### config.mk
export PLATFORM = sky130hd
export DESIGN_NAME = ack_poller
export DESIGN_NICKNAME = d
export VERILOG_FILES = /design/src/rtl/ackpoll_pkg.sv /design/src/rtl/ackpoll_gap_timer.sv /design/src/rtl/ackpoll_try_counter.sv /design/src/rtl/ack_poller.sv
export SDC_FILE = /design/constraint.sdc
export NUM_CORES = 1
export LEC_CHECK = 0
export ABC_AREA = 0
export BUFFER_PORTS_ARGS = -buffer_cell sky130_fd_sc_hd__buf_4
export CAP_MARGIN = 20
export CORE_MARGIN = 2
export CORE_UTILIZATION = 47
export CTS_CLUSTER_SIZE = 40
export DETAILED_ROUTE_END_ITERATION = 10
export PLACE_DENSITY = 0.69
export SLEW_MARGIN = 20
export SYNTH_ARGS = -nofsm -noshare
export SYNTH_HDL_FRONTEND = slang
export SYNTH_SLANG_ARGS = --single-unit
### constraint.sdc
create_clock -name clk -period 3.1 [get_ports clk]
set_clock_uncertainty 0.15 [all_clocks]
set_input_delay 0.62 -clock clk [delete_from_list [all_inputs] [get_ports clk]]
set_output_delay 0.62 -clock clk [all_outputs]
set_load 0.02 [all_outputs]
### src/rtl/ackpoll_pkg.sv
package ackpoll_pkg;

  typedef enum logic [1:0] {
    ST_IDLE      = 2'd0,
    ST_WAIT_BUS  = 2'd1,
    ST_WAIT_RESP = 2'd2,
    ST_GAP       = 2'd3
  } poll_state_t;

  // Effective gap length: an interval of zero still leaves one cycle.
  function automatic int unsigned gap_len(input int unsigned ival);
    return (ival == 0) ? 1 : ival;
  endfunction

  // Address byte for a write-direction probe.
  function automatic logic [7:0] probe_addr_byte(input logic [6:0] a);
    return {a, 1'b0};
  endfunction

endpackage

### src/rtl/ackpoll_gap_timer.sv
module ackpoll_gap_timer #(
  parameter int IW = 16
) (
  input  logic          clk,
  input  logic          rst_n,
  input  logic          load,
  input  logic [IW-1:0] load_val,
  input  logic          run,
  output logic          expired
);
  import ackpoll_pkg::*;

  logic [IW-1:0] cnt_q;

  always_ff @(posedge clk) begin
    if (!rst_n) begin
      cnt_q <= '0;
    end else if (load) begin
      cnt_q <= IW'(gap_len(int'(load_val)));
    end else if (run && cnt_q > 1) begin
      cnt_q <= cnt_q - 1'b1;
    end
  end

  assign expired = (cnt_q <= 1);

endmodule

### src/rtl/ackpoll_try_counter.sv
module ackpoll_try_counter #(
  parameter int TW = 8
) (
  input  logic          clk,
  input  logic          rst_n,
  input  logic          clear,
  input  logic          inc,
  input  logic [TW-1:0] limit,
  output logic [TW-1:0] tries,
  output logic          at_limit
);
  logic [TW-1:0] tries_q;

  always_ff @(posedge clk) begin
    if (!rst_n) begin
      tries_q <= '0;
    end else if (clear) begin
      tries_q <= '0;
    end else if (inc) begin
      tries_q <= tries_q + 1'b1;
    end
  end

  assign tries    = tries_q;
  assign at_limit = (tries_q >= limit);

endmodule

### src/rtl/ack_poller.sv
module ack_poller #(
  parameter int AW = 7,
  parameter int IW = 16,
  parameter int TW = 8
) (
  input  logic          clk,
  input  logic          rst_n,
  input  logic          start,
  input  logic [AW-1:0] dev_addr,
  input  logic [IW-1:0] interval,
  input  logic [TW-1:0] max_tries,
  input  logic          mst_idle,
  input  logic          mst_done,
  input  logic          mst_nack,
  output logic          probe_go,
  output logic [AW:0]   probe_byte,
  output logic          done,
  output logic          ready,
  output logic          timed_out
);
  import ackpoll_pkg::*;

  poll_state_t   st_q, st_d;
  logic [AW-1:0] addr_q;
  logic [IW-1:0] ival_q;
  logic [TW-1:0] lim_q;
  logic          done_q, ready_q, tout_q;

  // Named internal events
  logic          busy;
  logic          accept;
  logic          zero_lim;
  logic          resp_seen;
  logic          ack_ok;
  logic          nack_last;
  logic          nack_retry;
  logic          gap_expired;
  logic          at_limit;
  logic [TW-1:0] tries;

  assign busy       = (st_q != ST_IDLE);
  assign accept     = (st_q == ST_IDLE) && start;
  assign zero_lim   = accept && (max_tries == '0);
  assign probe_go   = (st_q == ST_WAIT_BUS) && mst_idle;
  assign resp_seen  = (st_q == ST_WAIT_RESP) && mst_done;
  assign ack_ok     = resp_seen && !mst_nack;
  assign nack_last  = resp_seen && mst_nack && at_limit;
  assign nack_retry = resp_seen && mst_nack && !at_limit;

  ackpoll_try_counter #(.TW(TW)) tries_i (
    .clk      (clk),
    .rst_n    (rst_n),
    .clear    (accept),
    .inc      (probe_go),
    .limit    (lim_q),
    .tries    (tries),
    .at_limit (at_limit)
  );

  ackpoll_gap_timer #(.IW(IW)) gap_i (
    .clk      (clk),
    .rst_n    (rst_n),
    .load     (nack_retry),
    .load_val (ival_q),
    .run      (st_q == ST_GAP),
    .expired  (gap_expired)
  );

  always_comb begin
    st_d = st_q;
    unique case (st_q)
      ST_IDLE:      if (accept && !zero_lim) st_d = ST_WAIT_BUS;
      ST_WAIT_BUS:  if (probe_go) st_d = ST_WAIT_RESP;
      ST_WAIT_RESP: begin
        if (ack_ok || nack_last) st_d = ST_IDLE;
        else if (nack_retry)     st_d = ST_GAP;
      end
      ST_GAP:       if (gap_expired) st_d = ST_WAIT_BUS;
      default:      st_d = ST_IDLE;
    endcase
  end

  always_ff @(posedge clk) begin
    if (!rst_n) begin
      st_q    <= ST_IDLE;
      addr_q  <= '0;
      ival_q  <= '0;
      lim_q   <= '0;
      done_q  <= 1'b0;
      ready_q <= 1'b0;
      tout_q  <= 1'b0;
    end else begin
      st_q   <= st_d;
      done_q <= ack_ok || nack_last || zero_lim;
      if (accept) begin
        addr_q  <= dev_addr;
        ival_q  <= interval;
        lim_q   <= max_tries;
        ready_q <= 1'b0;
        tout_q  <= zero_lim;
      end
      if (ack_ok)    ready_q <= 1'b1;
      if (nack_last) tout_q  <= 1'b1;
    end
  end

  assign probe_byte = {addr_q, 1'b0};
  assign done       = done_q;
  assign ready      = ready_q;
  assign timed_out  = tout_q;

endmodule

==> flow_summary.json <==
{
  "clkLatencyLatePin_ns": 0.33,
  "via_per_inst": 5.41,
  "grt_pass1_vias": 2468,
  "yosysMostFrequentCell": "nand2_1",
  "ant_nets": 0,
  "io_pins": 49,
  "fp-row-count": 28,
  "ctsResizeCount": 0,
  "drcViolationCount": 0,
  "die_h_um": 82.4,
  "whs_path_depth": 2,
  "drt-pass1-iter-count": 4,
  "grt_antenna_before_repair": 0,
  "root_buffer": "clkbuf_8",
  "overflow": 0,
  "max_freq_mhz": 376,
  "grt_pass1_wl_mm": 11.3,
  "synthCells": 359,
  "route.vias.total": 2604,
  "tightestPinTransition_ns": 0.915,
  "die_w_um": 82.4,
  "drive_above_1_share_pct": 19.5,
  "period_minus_slack_ns": 2.66,
  "post-cts-setup-buffers": 0,
  "drt_iter0_markers": 195,
  "met3_length_um": 295,
  "multi_input_area_um2": 1560,
  "postLayoutCellArea_um2": 3470,
  "area_growth_pct": 20.2,
  "hpwl_mm": 4.62,
  "start_util_pct": 48.8,
  "dr.max_layer_used": "met4",
  "synthTopCellsByArea": "dfxtp_1, nand2_1, a21oi_1",
  "vdd_drop_max_v": 0.000299,
  "cellLeakagePower_uw": 0.00137,
  "finalHoldViolations": 0,
  "synth_top_area_share_pct": 41.6,
  "synth_top_flop_cell": "dfxtp_1",
  "synth_nets": 411,
  "synth_top_area_cell": "dfxtp_1",
  "grt_max_degree": 38,
  "hold_path.class": "reg -> reg",
  "path_class": "reg -> reg",
  "synth_seq_area_share_pct": 41.6,
  "slew_violations": 0,
  "status": "complete, no violations",
  "dieArea_um2": 6780,
  "end_kind": "register",
  "finalSetupTns_ns": 0,
  "numPortBuffers": 47,
  "wirelength_mm": 6.63,
  "dr_wl_met2_mm": 3.08,
  "fin_crit_sh_pct": 85.8,
  "synth_edf_count": 0,
  "synth-seq-cells": 60,
  "power.density_nw_per_um2": 533,
  "start_kind": "register",
  "numCtsBuffers": 9,
  "fin_nets": 453,
  "crit_fanout": 33,
  "post-route-util_pct": 58.6,
  "crit_arrival_ns": 2.68,
  "clock_sinks": 60,
  "fillCellCount": 548,
  "cp.required_ns": 3.12,
  "antennaDiodeCount": 0,
  "slew_headroom_pct": 39.0,
  "drt-met1-wl_mm": 3.17,
  "track_usage_pct": 21.9,
  "placed_cell_area_um2": 3280,
  "ys_types": 48,
  "clock_path_buffers": 2,
  "drv_cap": 0,
  "syn_avg_cell_area_um2": 8.04,
  "async_flop_share_pct": 0,
  "register_area_um2": 1200,
  "h-tree-depth": 3,
  "routabilityCongestion": 0.802,
  "clkTransAtPathRegs_ns": 0.07,
  "ys_warn_count": 0,
  "avgRoutedWirePerCell_um": 13.8,
  "placeableCoreArea_um2": 5920,
  "synthTopCellsByCount": "nand2_1, dfxtp_1, a21oi_1, o21ai_0, nor2_1",
  "hold_buffers": 0,
  "finalSetupViolCount": 0,
  "cts_tree": "done",
  "r2r_cells": 7,
  "synth_area_um2": 2890,
  "rsz0062_at_grt": "no"
}
==> worst max-delay path: stages (launching register included) <==
cell and delay [ns]:
dfxtp_1 0.33, inv_1 0.05, ha_1 0.30, a211oi_1 0.22, o21ai_0 0.18, a2111o_1 0.82
a311oi_1 0.39, a211oi_1 0.08
==> path summary, 6_finish.rpt <==
| path | start | to | slack (ns) |
|---|---|---|---|
| max reg2reg | lim_q[2]$_SDFFE_PN0P_ | gap_i.cnt_q[0]$_SDFFE_PN0P_ | 0.44 |
| min reg2reg | lim_q[6]$_SDFFE_PN0P_ | lim_q[6]$_SDFFE_PN0P_ | 0.30 |
| min | lim_q[6]$_SDFFE_PN0P_ | lim_q[6]$_SDFFE_PN0P_ | 0.30 |
| max | lim_q[2]$_SDFFE_PN0P_ | gap_i.cnt_q[0]$_SDFFE_PN0P_ | 0.44 |
==> metal layers <==
layer,vias to the layer above,GRT usage [%]
met2,56,33.3
met3,7,4.24
met5,-,0
met1,1201,30.3
met4,0,9.33
li1,1340,-
==> logic make-up (layout without fill, tap and decap cells) <==
logic type                 Yosys count  count (layout)  synth area share (%)
muxes                                2               2                 0.694
and+or+nand+nor                    143             143                  23.7
DFF                                 60              60                  41.6
xor gates and xnor gates            13              13                  3.94
buffers and inverters               33              80                  4.46
other                                1               1                 0.130
adders and majority gates           15              15                  6.50
AOI/OAI and AO/OA                   92              92                  19.0
==> registers in the layout, summed over array words and instances (netlist names) <==
name,cells
tries_i.tries,8
lim_q,8
st_q,2
done,1
gap_i.cnt_q,16
addr_q,7
ready,1
timed_out,1
ival_q,16
==> where the power goes <==
| part | internal (uW) | switching (uW) | total (uW) |
|---|---|---|---|
| clock | 371 | 322 | 693 |
| sequential | 818 | 34.5 | 852 |
| combinational | 127 | 176 | 303 |
| total | 1320 | 533 | 1850 |
==> cell type report <==
cell class | count | share of cell area (%)
well taps | 75 | 2.70
multi-input cells | 266 | 44.8
clock buffers | 10 | 3.68
flip-flops and latches | 60 | 34.6
repair buffers | 50 | 10.8
clock inverters | 6 | 1.84
inverters | 14 | 1.51
==> layout by cell type, fill, tap and decap left out, drive strengths merged, types with 2 or more instances in the layout <==
master,instances
mux2i,2
xnor2,9
or2,4
xor2,4
buf,50
a31oi,6
inv,15
or4,9
clkinvlp,2
nor3,4
a21oi,44
clkinv,2
nor2b,2
nand4,3
nand3,2
a211oi,7
ha,15
o21ai,21
dfxtp,60
nor4,8
clkbuf,10
a2111o,2
nor2,19
nand2,76
or3,8
and2,3
==> metrics by stage <==
stage | hold WS [ns] | cells | power, uW | setup WS (ns)
finish | 0.305 | 481 | 1850 | 0.439
CTS | 0.306 | 481 | 1860 | 0.452
detailed placement | 0.297 | 465 | 1170 | 0.476
global route | 0.322 | 481 | 1950 | 0.235
floorplan | 0.286 | 359 | 1060 | 0.737
global placement | 0.294 | 465 | 1170 | 0.517
No activity file was read; power rests on OpenSTA's default activity.
